### src/rtl/sar_pkg.sv
package sar_pkg;
  typedef enum logic [1:0] {
    PH_IDLE   = 2'd0,  // address phase over or not begun: ignore bytes
    PH_FIRST  = 2'd1,  // waiting for first address byte
    PH_SECOND = 2'd2   // wide mode: waiting for low address byte
  } phase_t;
endpackage

### src/rtl/sar_rst_sync.sv
module sar_rst_sync #(
  parameter int STAGES = 2
) (
  input  logic clk,
  input  logic rst_n,
  output logic rst_sync_n
);
  logic [STAGES-1:0] shreg_q;

  always_ff @(posedge clk or negedge rst_n) begin
    if (!rst_n) shreg_q <= '0;
    else        shreg_q <= {shreg_q[STAGES-2:0], 1'b1};
  end

  assign rst_sync_n = shreg_q[STAGES-1];
endmodule

### src/rtl/sar_cmp.sv
module sar_cmp #(
  parameter int          BYTE_W  = 8,
  parameter int          HI_W    = 3,
  parameter int          CARRY_W = 2,
  parameter logic [BYTE_W-2-CARRY_W:0] MARK = '1 << 1
) (
  input  logic [BYTE_W-1:0] byte_i,
  input  logic [BYTE_W-1:0] own_lo_i,
  input  logic [HI_W-1:0]   own_hi_i,
  input  logic              gcall_en_i,
  output logic              gc_hit,
  output logic              a7_hit,
  output logic              mark_hit,
  output logic              lo_hit
);
  localparam int MARK_W = BYTE_W - 1 - CARRY_W;

  logic [BYTE_W-2:0] short_own;
  assign short_own = own_lo_i[BYTE_W-2:0];

  always_comb begin
    gc_hit   = gcall_en_i && (byte_i == '0);
    a7_hit   = (byte_i[BYTE_W-1:1] == short_own) && (short_own != '0);
    mark_hit = (byte_i[BYTE_W-1 -: MARK_W] == MARK) &&
               (byte_i[CARRY_W:1] == own_hi_i[CARRY_W-1:0]);
    lo_hit   = (byte_i == own_lo_i);
  end
endmodule

### src/rtl/sar_ctl.sv
module sar_ctl
  import sar_pkg::*;
(
  input  logic clk,
  input  logic rst_n,
  input  logic bus_start_i,
  input  logic bus_rstart_i,
  input  logic byte_vld_i,
  input  logic dir_bit,
  input  logic wide_sel_i,
  input  logic gc_hit,
  input  logic a7_hit,
  input  logic mark_hit,
  input  logic lo_hit,
  output logic hit_o,
  output logic gcall_o,
  output logic dir_rd_o
);
  phase_t phase_q, phase_n;
  logic   wrdone_q, wrdone_n;
  logic   gc_q, gc_n;
  logic   dir_q, dir_n;
  logic   hit_q, hit_n;
  logic   any_start, state_en;

  assign any_start = bus_start_i | bus_rstart_i;
  assign state_en  = any_start | byte_vld_i;

  always_comb begin
    phase_n  = phase_q;
    wrdone_n = wrdone_q;
    gc_n     = gc_q;
    dir_n    = dir_q;
    hit_n    = 1'b0;
    if (any_start) begin
      phase_n = PH_FIRST;
      gc_n    = 1'b0;
      if (bus_start_i) wrdone_n = 1'b0;
    end else if (byte_vld_i) begin
      unique case (phase_q)
        PH_FIRST: begin
          phase_n  = PH_IDLE;
          wrdone_n = 1'b0;
          if (gc_hit) begin
            hit_n = 1'b1;
            gc_n  = 1'b1;
            dir_n = 1'b0;
          end else if (!wide_sel_i && a7_hit) begin
            hit_n = 1'b1;
            dir_n = dir_bit;
          end else if (wide_sel_i && mark_hit && !dir_bit) begin
            phase_n = PH_SECOND;
          end else if (wide_sel_i && mark_hit && dir_bit && wrdone_q) begin
            hit_n = 1'b1;
            dir_n = 1'b1;
          end
        end
        PH_SECOND: begin
          phase_n = PH_IDLE;
          if (lo_hit) begin
            hit_n    = 1'b1;
            dir_n    = 1'b0;
            wrdone_n = 1'b1;
          end
        end
        default: phase_n = PH_IDLE;
      endcase
    end
  end

  always_ff @(posedge clk or negedge rst_n) begin
    if (!rst_n) begin
      phase_q  <= PH_IDLE;
      wrdone_q <= 1'b0;
      gc_q     <= 1'b0;
      dir_q    <= 1'b0;
    end else if (state_en) begin
      phase_q  <= phase_n;
      wrdone_q <= wrdone_n;
      gc_q     <= gc_n;
      dir_q    <= dir_n;
    end
  end

  always_ff @(posedge clk or negedge rst_n) begin
    if (!rst_n) hit_q <= 1'b0;
    else        hit_q <= hit_n;
  end

  assign hit_o    = hit_q;
  assign gcall_o  = gc_q;
  assign dir_rd_o = dir_q;
endmodule

### src/rtl/slv_addr_recog.sv
module slv_addr_recog #(
  parameter int BYTE_W  = 8,
  parameter int HI_W    = 3,
  parameter int CARRY_W = 2,
  parameter logic [BYTE_W-2-CARRY_W:0] MARK = 5'b11110
) (
  input  logic              clk,
  input  logic              rst_n,
  input  logic              bus_start_i,
  input  logic              bus_rstart_i,
  input  logic              byte_vld_i,
  input  logic [BYTE_W-1:0] byte_i,
  input  logic [BYTE_W-1:0] own_lo_i,
  input  logic [HI_W-1:0]   own_hi_i,
  input  logic              wide_sel_i,
  input  logic              gcall_en_i,
  output logic              hit_o,
  output logic              gcall_o,
  output logic              dir_rd_o
);
  logic rst_sync_n;
  logic gc_hit, a7_hit, mark_hit, lo_hit;

  sar_rst_sync #(.STAGES(2)) u_rst (
    .clk        (clk),
    .rst_n      (rst_n),
    .rst_sync_n (rst_sync_n)
  );

  sar_cmp #(
    .BYTE_W(BYTE_W), .HI_W(HI_W), .CARRY_W(CARRY_W), .MARK(MARK)
  ) u_cmp (
    .byte_i     (byte_i),
    .own_lo_i   (own_lo_i),
    .own_hi_i   (own_hi_i),
    .gcall_en_i (gcall_en_i),
    .gc_hit     (gc_hit),
    .a7_hit     (a7_hit),
    .mark_hit   (mark_hit),
    .lo_hit     (lo_hit)
  );

  sar_ctl u_ctl (
    .clk          (clk),
    .rst_n        (rst_sync_n),
    .bus_start_i  (bus_start_i),
    .bus_rstart_i (bus_rstart_i),
    .byte_vld_i   (byte_vld_i),
    .dir_bit      (byte_i[0]),
    .wide_sel_i   (wide_sel_i),
    .gc_hit       (gc_hit),
    .a7_hit       (a7_hit),
    .mark_hit     (mark_hit),
    .lo_hit       (lo_hit),
    .hit_o        (hit_o),
    .gcall_o      (gcall_o),
    .dir_rd_o     (dir_rd_o)
  );
endmodule

### config.mk
export PLATFORM = sky130hd
export DESIGN_NAME = slv_addr_recog
export DESIGN_NICKNAME = d
export VERILOG_FILES = /design/src/rtl/sar_pkg.sv /design/src/rtl/sar_rst_sync.sv /design/src/rtl/sar_cmp.sv /design/src/rtl/sar_ctl.sv /design/src/rtl/slv_addr_recog.sv
export SDC_FILE = /design/constraint.sdc
export NUM_CORES = 1
export LEC_CHECK = 0
export BUFFER_PORTS_ARGS = -buffer_cell sky130_fd_sc_hd__buf_2
export CORE_MARGIN = 2
export CORE_UTILIZATION = 28
export DETAILED_ROUTE_END_ITERATION = 10
export PLACE_DENSITY = 0.64
export SLEW_MARGIN = 0
export SYNTH_ARGS = -nofsm -noshare
export SYNTH_HDL_FRONTEND = slang
export SYNTH_SLANG_ARGS = --single-unit
### constraint.sdc
create_clock -name clk -period 1 [get_ports clk]
set_input_delay 0.1 -clock clk [delete_from_list [all_inputs] [get_ports clk]]
set_output_delay 0.1 -clock clk [all_outputs]
set_load 0.05 [all_outputs]
==> results of run 1 <==
## layout by cell type, fill, tap and decap left out, drive strengths merged, types with 2 or more instances in the layout
cell    Yosys  routed
buf         0      47
nor3        6       6
dfrtp       8       8
clkbuf      0       4
inv         3       3
nand4       3       3
nor2        7       7
nor2b       2       2
and4b       2       2
mux2i       2       2
xnor2       8       8
nor4        3       3
ha          2       2
xor2        8       8
o21ai       2       2
## power by group through the flow
stage                     clock (mW)  sequential (mW)  combinational [mW]
after floorplan                    0            0.342              0.0799
after global placement             0            0.342               0.216
after detailed placement           0            0.342               0.220
after CTS                      0.247            0.337               0.231
after global routing           0.262            0.338               0.267
final                          0.233            0.337               0.240
## cell type report
type | instances | area (µm²)
repair buffers | 49 | 305
multi-input cells | 57 | 464
flip-flops and latches | 8 | 200
clock buffers | 3 | 22.5
inverters | 3 | 11.3
fillers | 227 | 1110
well taps | 28 | 35.0
## routing by layer
metal / share of wire / vias to the layer above
met3: 0.066 / 0
met4: 0 / 0
li1: - / 350
met1: 0.42 / 327
met5: 0 / -
met2: 0.52 / 27
## timing repair
item / in CTS / in global routing
gates resized for setup: 4 / 7
pin swaps: 2 / 1
buffers inserted: 1 / 1
setup endpoints to repair: 5 / 5
endpoints found under the hold margin: 2 / 0
hold buffers: 1 / 0
## state kept, by name, indices dropped and copies added (netlist names)
signal / flops
u_ctl.phase_q: 2
u_ctl.dir_rd_o: 1
u_ctl.gcall_o: 1
u_ctl.hit_o: 1
u_rst.shreg_q: 2
u_ctl.wrdone_q: 1
## per-stage QoR
step / setup slack, ps / hold WS [ps] / setup TNS (ps) / instances / utilization
6_report: -513 / 87.7 / -1750 / 148 / 0.483
5_1_grt: -626 / 112 / -2190 / 148 / 0.483
4_1_cts: -514 / 79.7 / -1550 / 147 / 0.460
3_5_place_dp: -575 / -113 / -1920 / 142 / 0.435
3_3_place_gp: -488 / -114 / -1810 / 142 / 0.435
2_1_floorplan: -403 / -196 / -686 / 68 / -
## cell families after synthesis
family          after synthesis
simple gates                 28
compound gates                8
flops                         8
buf+inv                       3
mux                           2
xor+xnor                     16
fa+ha+maj                     2
other cells                   1
## final timing paths
path,from,to,slack (ps),cells past startpoint
worst max-delay path,u_ctl.phase_q[0],u_ctl.dir_rd_o,-510,5
worst min-delay path,u_rst.shreg_q[1],u_ctl.wrdone_q,90,0
worst max register to register,u_ctl.phase_q[0],u_ctl.dir_rd_o,-510,5
worst min register to register,u_rst.shreg_q[1],u_ctl.wrdone_q,90,0
max in group asynchronous,u_rst.shreg_q[1],u_ctl.dir_rd_o,720,0
min in group clk,bus_rstart_i,u_ctl.phase_q[0],100,3
==> results.txt, run 1 <==
fin crit share: 1.51
initial core utilization: 0.289
asr flop ratio synth: 1.00
die area: 2610 µm²
Via Count: 704
sw power: 0.214 mW
CP bufs+invs: 1
Final nets: 150
initial antenna violation count: 0
status: complete, but fails checks
CP Data Arrival Time: 1670 ps
WS Path Type: flop to flop
Final setup viols: 5
Synth Area per Inst: 9.14 µm²
combinational cell fraction of total power: 0.296
final setup margin: -513 ps
Max Slew Vio Count: 0
Sequential Power Share: 0.416
compound-cell area share of the yosys netlist: 0.0885
WL/cell: 12.0 µm
worst path cell trace: inv_2 -> ha_4 -> nand3b_1 -> nor4_4 -> mux2i_1
Synth Net Count: 96
CP Data Required Time: 1160 ps
Mapped Cells: 68
GR Layer Usage met1: 0.168
GPL Wtd Cong: 0.759
clock power share: 0.288
design area: 1040 µm²
area share of the largest cell type after synthesis: 0.322
port bufs: 27
synth unique cells: 26
met3 Usage GRT: 0.0175
RSZ-0062 raised after global routing: yes
total power: 0.810 mW
Crit-path slowest cell: dfrtp_1
EDFF count, synth: 0
Max Root-Sink Buffers: 2
Core Area: 2150 µm²
multiplexer share of the synthesized area: 0.0322
Net Sw Frac: 0.264
VDD IR max: 464 µV
failing checks: negative setup slack
DR iter-0 viols: 12
H-Tree Depth: 1
Cell Area, Synth: 622 µm²
DRT Wirelength: 1.77 mm
pin count of the biggest net entering global routing: 7
GR peak layer: met2
crit path time final: 1510 ps
CP endpoint kind: flop
Post-Synth Simple-Gate Area: 0.268
Area contributors post-synth: dfrtp_1, xnor2_1, xor2_1
DRC violations left: 0
CP top delay family: simple AND/OR/NAND/NOR gates
post-DP HPWL: 1.43 mm
drt pass-1 iters: 4
Int Pwr: 0.597 mW
part of the Yosys area used for sequential elements: 0.322
Synth top cells by count: dfrtp_1, xnor2_1, xor2_1
Antenna diodes: 0
gr ovfl total: 0
Adder-Cell Fraction of Synth Area: 0.0402
Yosys warning count: 0
via count of the first global-routing pass: 749
vias per cell: 4.76
TritonCTS buffer count: 3
Setup crit start kind: flop
largest family of logic cells by synthesized area: simple AND/OR/NAND/NOR gates
Clk pin slew, worst setup/hold paths: 50 ps
global-route wire length before repair: 2.97 mm
Clock Skews: 3.38 ps
leakage power: 0.480 nW
worst skew pair latency: 240 ps
register bit count reported by yosys: 8
post-route ant nets: 0
placed cell area: 935 µm²
met2 Track Usage GR: 0.279
critical path fanouts, max: 2
clock root cell: clkbuf_4
post-synth top area cell: dfrtp_1
fmax: 661 MHz
area grow syn2layout: 67.0%
MaxCap Viol Count: 0
GRT Total Usage: 0.146
CP max stage delay: 390 ps
layout cell share with drive strength beyond 1: 0.517
I/O pin count: 29
Rows: 17
post-synthesis xor/xnor area fraction: 0.225
Die Y-Extent: 51.1 µm
P per Cell Area: 780 nW/µm²
sink count of the clock tree: 8
CTS tree: yes
Most used DFF post-synth: dfrtp_1
Die Wd: 51.1 µm
Worst Hold Class: flop to asynchronous set/reset pin
final hold violation count: 0
(Power assumes the default switching activity.)
==> run 2: changes to the inputs <==
==> constraint.sdc (replaced) <==
create_clock -name clk -period 1.9 [get_ports clk]
set_input_delay 0.19 -clock clk [delete_from_list [all_inputs] [get_ports clk]]
set_output_delay 0.19 -clock clk [all_outputs]
set_load 0.05 [all_outputs]
==> results.txt, run 2 (same netlist as run 1, synthesis figures left out) <==
CP Data Required Time: 2060 ps (+900 ps)
worst skew pair latency: 240 ps (about the same)
worst r2r dst: u_ctl.dir_rd_o
CTS tree: yes
post-DP HPWL: 1.29 mm (-9.6%)
Clk pin slew, worst setup/hold paths: 50 ps (about the same)
biggest regs: u_ctl.phase_q: 2 flops, u_rst.shreg_q: 2 flops
reg2reg path depth: 5 (unchanged)
leakage power: 0.383 nW (-20%)
WS Path Type: flop to flop
final setup margin: 341 ps (+854 ps)
initial core utilization: 0.289 (unchanged)
WL/cell: 11.6 µm (-3.2%)
global-route wire length before repair: 2.46 mm (-17%)
Setup crit start kind: flop
DRT Wirelength: 1.47 mm (-17%)
clock power share: 0.304 (+0.016)
P per Cell Area: 473 nW/µm² (-39%)
CP endpoint kind: flop
clock root cell: clkbuf_4
MaxCap Viol Count: 0 (unchanged)
drt pass-1 iters: 4 (unchanged)
Die Y-Extent: 51.1 µm (unchanged)
CP Data Arrival Time: 1720 ps (+50 ps)
crit path time final: 1560 ps (+45.9 ps)
# Post-CTS Setup Buffers: 0 (-1)
Net Sw Frac: 0.252 (-0.0121)
Max Slew Vio Count: 0 (unchanged)
gr ovfl total: 0 (unchanged)
Sequential Power Share: 0.455 (+0.039)
fmax: 641 MHz (-2.9%)
CP max stage delay: 350 ps (-40 ps)
VDD IR max: 365 µV (-21%)
Crit-path slowest cell: dfrtp_1
Die Wd: 51.1 µm (unchanged)
post-route ant nets: 0 (unchanged)
fin crit share: 0.821 (-0.693)
Sequential Area: 200 µm² (unchanged)
pin count of the biggest net entering global routing: 7 (unchanged)
vias per cell: 4.77 (+0.31%)
Clock Skews: 0.830 ps (-2.55 ps)
Placement Setup Slack: 236 ps (+811 ps)
Int Pwr: 0.292 mW (-51%)
Final nets: 129 (-14%)
GPL Wtd Cong: 0.709 (-6.6%)
port bufs: 27 (unchanged)
Worst Hold Class: flop to asynchronous set/reset pin
RSZ-0062 raised after global routing: no
GRT Total Usage: 0.124 (-0.0224)
Rows: 17 (unchanged)
Core Area: 2150 µm² (unchanged)
Max Root-Sink Buffers: 2 (unchanged)
status: finished clean
via count of the first global-routing pass: 601 (-20%)
area grow syn2layout: 32.6%
Hold Slack: 89.8 ps (+2.12 ps)
final hold violation count: 0 (unchanged)
TritonCTS buffer count: 3 (unchanged)
initial antenna violation count: 0 (unchanged)
worst r2r src: u_ctl.phase_q[0]
reg2reg setup slack: 340 ps (+850 ps)
# fillers: 225 (-0.88%)
setup TNS: 0 ps (+1750 ps)
critical path fanouts, max: 4 (+2)
DRC violations left: 0 (unchanged)
die area: 2610 µm² (unchanged)
Via Count: 606 (-14%)
sw power: 0.0981 mW (-54%)
combinational cell fraction of total power: 0.241 (-0.055)
commonest cells after routing, fill and taps aside: buf_2, xnor2_1, xor2_1, dfrtp_1, nor2_1
H-Tree Depth: 1 (unchanged)
multi-input logic area: 410 µm² (-12%)
sink count of the clock tree: 8 (unchanged)
Final setup viols: 0 (-5)
commonest non-fill, non-tap cell in the layout: buf_2
worst path cell trace: inv_1 -> ha_1 -> nand3b_1 -> nor4_2 -> mux2i_1
I/O pin count: 29 (unchanged)
Antenna diodes: 0 (unchanged)
layout cell share with drive strength beyond 1: 0.323 (-0.193)
DR iter-0 viols: 3 (-9)
run 2: cell count changes in the layout (fill, tap and decap cells not counted), sizes merged:
cell    before  now
buf         47   27
clkbuf       4    3
run 2: metrics by stage:
step | cells | area, µm² | power, mW | utilization
final | 127 | 825 | 0.390 | 0.384
after global routing | 127 | 825 | 0.418 | 0.384
after CTS | 127 | 825 | 0.400 | 0.384
after detailed placement | 123 | 792 | 0.273 | 0.369
after global placement | 123 | 792 | 0.271 | 0.369
after floorplan | 68 | 622 | 0.222 | -
run 2: worst max path at each step:
| stage | startpoint | to | slack [ps] | cells past startpoint |
|---|---|---|---|---|
| 2_1_floorplan | u_ctl.phase_q[0] | u_ctl.dir_rd_o | 470 | 5 |
| 3_3_place_gp | byte_i[3] | u_ctl.dir_rd_o | 290 | 7 |
| 3_5_place_dp | byte_i[2] | u_ctl.dir_rd_o | 240 | 7 |
| 4_1_cts | u_ctl.phase_q[0] | u_ctl.dir_rd_o | 320 | 5 |
| 5_1_grt | u_ctl.phase_q[0] | u_ctl.dir_rd_o | 190 | 5 |
| 6_report | u_ctl.phase_q[0] | u_ctl.dir_rd_o | 340 | 5 |
run 2: layout make-up:
type / instances / share of cell area
Clock buffer: 3 / 0.0273
Inverter: 3 / 0.0137
Multi-Input combinational cell: 57 / 0.498
Sequential cell: 8 / 0.243
Tap cell: 28 / 0.0425
Timing Repair Buffer: 28 / 0.176
run 2: power by group through the flow:
stage	combinational [mW]	clock, mW	sequential [mW]
after floorplan	0.0420	0	0.180
after global placement	0.0912	0	0.180
after detailed placement	0.0931	0	0.180
after CTS	0.0951	0.127	0.178
after global routing	0.105	0.135	0.178
final	0.0939	0.119	0.177
run 2: what timing repair did:
action	4_1_cts	5_1_grt
endpoints found under the hold margin	2	0
endpoints found under the setup margin	0	0
hold buffers	1	0
gates resized for setup	0	0
run 2: per-layer routing:
metal  track usage  up-vias  wire length (µm)
li1              -      307                 -
met1         0.153      273               660
met2         0.214       26               679
met3        0.0234        0               130
met4        0.0405        0                 0
met5             0        -                 0
run 2: critical path, delay by kind of cell (launching register included):
kind          cells  cell delay [ps]
fa+ha+maj         1              270
mux               1              230
buf+inv           1               60
flops             1              350
simple gates      2              570
==> run 3: changes to the inputs <==
==> constraint.sdc (replaced) <==
create_clock -name clk -period 1.5 [get_ports clk]
set_input_delay 0.15 -clock clk [delete_from_list [all_inputs] [get_ports clk]]
set_output_delay 0.15 -clock clk [all_outputs]
set_load 0.05 [all_outputs]
==> results.txt, run 3 (same netlist as run 1, synthesis figures left out) <==
Core Area: 2150 µm² (unchanged)
port bufs: 27 (unchanged)
leakage power: 0.433 nW (+13%)
Final nets: 140 (+8.5%)
commonest non-fill, non-tap cell in the layout: buf_2
CP max stage delay: 400 ps (+50 ps)
H-Tree Depth: 1 (unchanged)
GPL Wtd Cong: 0.713 (+0.56%)
fmax: 692 MHz (+7.9%)
vias per cell: 4.66 (-2.4%)
Worst Hold Class: flop to asynchronous set/reset pin
setup TNS: 0 ps (unchanged)
design area: 940 µm² (+14%)
crit path launch: u_ctl.phase_q[1]
Die Y-Extent: 51.1 µm (unchanged)
DRC violations left: 0 (unchanged)
gr ovfl total: 0 (unchanged)
CP Data Required Time: 1670 ps (-390 ps)
DRT Wirelength: 1.56 mm (+6.2%)
CP bufs+invs: 2 (+1)
area grow syn2layout: 51.1%
CP top delay family: flip-flops
GR peak layer: met2
met2 Track Usage GR: 0.214 (unchanged)
met3 Usage GRT: 0.0117 (-0.0117)
reg2reg path depth: 6 (+1)
layout cell share with drive strength beyond 1: 0.427 (+0.104)
die area: 2610 µm² (unchanged)
Net Sw Frac: 0.254 (+0.00231)
Hold Slack: 82.9 ps (-6.94 ps)
Die Wd: 51.1 µm (unchanged)
sw power: 0.132 mW (+34%)
Rows: 17 (unchanged)
Crit-path slowest cell: dfrtp_1
clock power share: 0.292 (-0.012)
Clock Skews: 1.30 ps (+0.470 ps)
Via Count: 643 (+6.1%)
critical path fanouts, max: 3 (-1)
worst r2r dst: u_ctl.dir_rd_o
initial core utilization: 0.289 (unchanged)
post-route ant nets: 0 (unchanged)
WL/cell: 11.3 µm (-2.3%)
MaxCap Viol Count: 0 (unchanged)
WS Path Type: flop to flop
sink count of the clock tree: 8 (unchanged)
CP Data Arrival Time: 1610 ps (-110 ps)
clock root cell: clkbuf_4
Max Slew Vio Count: 0 (unchanged)
fin crit share: 0.963 (+0.143)
CP endpoint kind: flop
biggest regs: u_ctl.phase_q: 2 flops, u_rst.shreg_q: 2 flops
Antenna diodes: 0 (unchanged)
GR Layer Usage met1: 0.156 (+0.00308)
Setup crit start kind: flop
reg2reg setup slack: 50 ps (-290 ps)
TritonCTS buffer count: 3 (unchanged)
Max Root-Sink Buffers: 2 (unchanged)
global-route wire length before repair: 2.47 mm (+0.57%)
I/O pin count: 29 (unchanged)
Clk pin slew, worst setup/hold paths: 50 ps (about the same)
DR iter-0 viols: 11 (+8)
P per Cell Area: 553 nW/µm² (+17%)
post-DP HPWL: 1.32 mm (+1.7%)
drt pass-1 iters: 4 (unchanged)
Sequential Power Share: 0.433 (-0.022)
placed cell area: 860 µm² (+8.5%)
Int Pwr: 0.387 mW (+33%)
initial antenna violation count: 0 (unchanged)
commonest cells after routing, fill and taps aside: buf_2, buf_4, xnor2_1, xor2_1, dfrtp_1
worst path cell trace: inv_1 -> ha_2 -> buf_6 -> and3_4 -> nor4_4 -> mux2i_1
worst r2r src: u_ctl.phase_q[1]
RSZ-0062 raised after global routing: yes
crit path time final: 1450 ps (-114 ps)
pin count of the biggest net entering global routing: 7 (unchanged)
GRT Total Usage: 0.124 (+0.000465)
CTS tree: yes
combinational cell fraction of total power: 0.275 (+0.034)
final hold violation count: 0 (unchanged)
VDD IR max: 412 µV (+13%)
worst skew pair latency: 240 ps (about the same)
via count of the first global-routing pass: 638 (+6.2%)
Final setup viols: 0 (unchanged)
status: finished clean
## run 3: cell types whose count changed in the layout (fill, tap and decap cells not counted)
cell	previous run	this run
inv_1	3	2
and3_4	0	1
ha_4	0	1
inv_2	0	1
and3_1	1	0
ha_2	0	1
nor4_2	1	0
ha_1	2	0
buf_4	0	10
nor4_4	0	1
buf_6	0	1
## run 3: routing by layer
layer  vias to the layer above  wire, µm
li1                        330         -
met1                       287       708
met2                        26       743
met3                         0       109
met4                         0         0
met5                         -         0
## run 3: worst register-to-register path: stages, from the launching register on
cell,delay (ps)
dfrtp_1,400
inv_1,60
ha_2,180
buf_6,120
and3_4,140
nor4_4,260
mux2i_1,210
## run 3: layout make-up
type / count / area (µm²)
timing repair buffer: 39 / 231
clock buffer: 3 / 22.5
tap: 28 / 35.0
inverter: 3 / 11.3
fill: 223 / 1210
sequential: 8 / 200
multi-input combinational: 57 / 439
## run 3: metrics by stage
stage	setup WS, ps	utilization	power, mW	cells
final	54.8	0.437	0.519	138
after global routing	-31.9	0.437	0.560	138
after CTS	4.05	0.415	0.524	136
after detailed placement	-86.0	0.400	0.361	132
after global placement	-63.8	0.400	0.358	132
after floorplan	72.0	-	0.281	68
## run 3: worst max-delay path by stage
stage                          end  cells after the start
floorplan           u_ctl.dir_rd_o                      5
global placement    u_ctl.dir_rd_o                      7
detailed placement  u_ctl.dir_rd_o                      7
CTS                 u_ctl.dir_rd_o                      5
global route        u_ctl.dir_rd_o                      6
finish              u_ctl.dir_rd_o                      6
## run 3: timing repair
item,4_1_cts,5_1_grt
pin swaps,1,1
gates resized for setup,0,7
endpoints found under the setup margin,1,2
setup buffers,0,2
hold endpoints to repair,2,0
hold buffers,1,0
## run 3: power by group through the flow
stage | registers, mW | clock network, mW | logic, mW
floorplan | 0.228 | 0 | 0.0532
global placement | 0.228 | 0 | 0.130
CTS | 0.225 | 0.164 | 0.136
detailed placement | 0.228 | 0 | 0.133
global route | 0.225 | 0.178 | 0.157
finish | 0.225 | 0.151 | 0.143
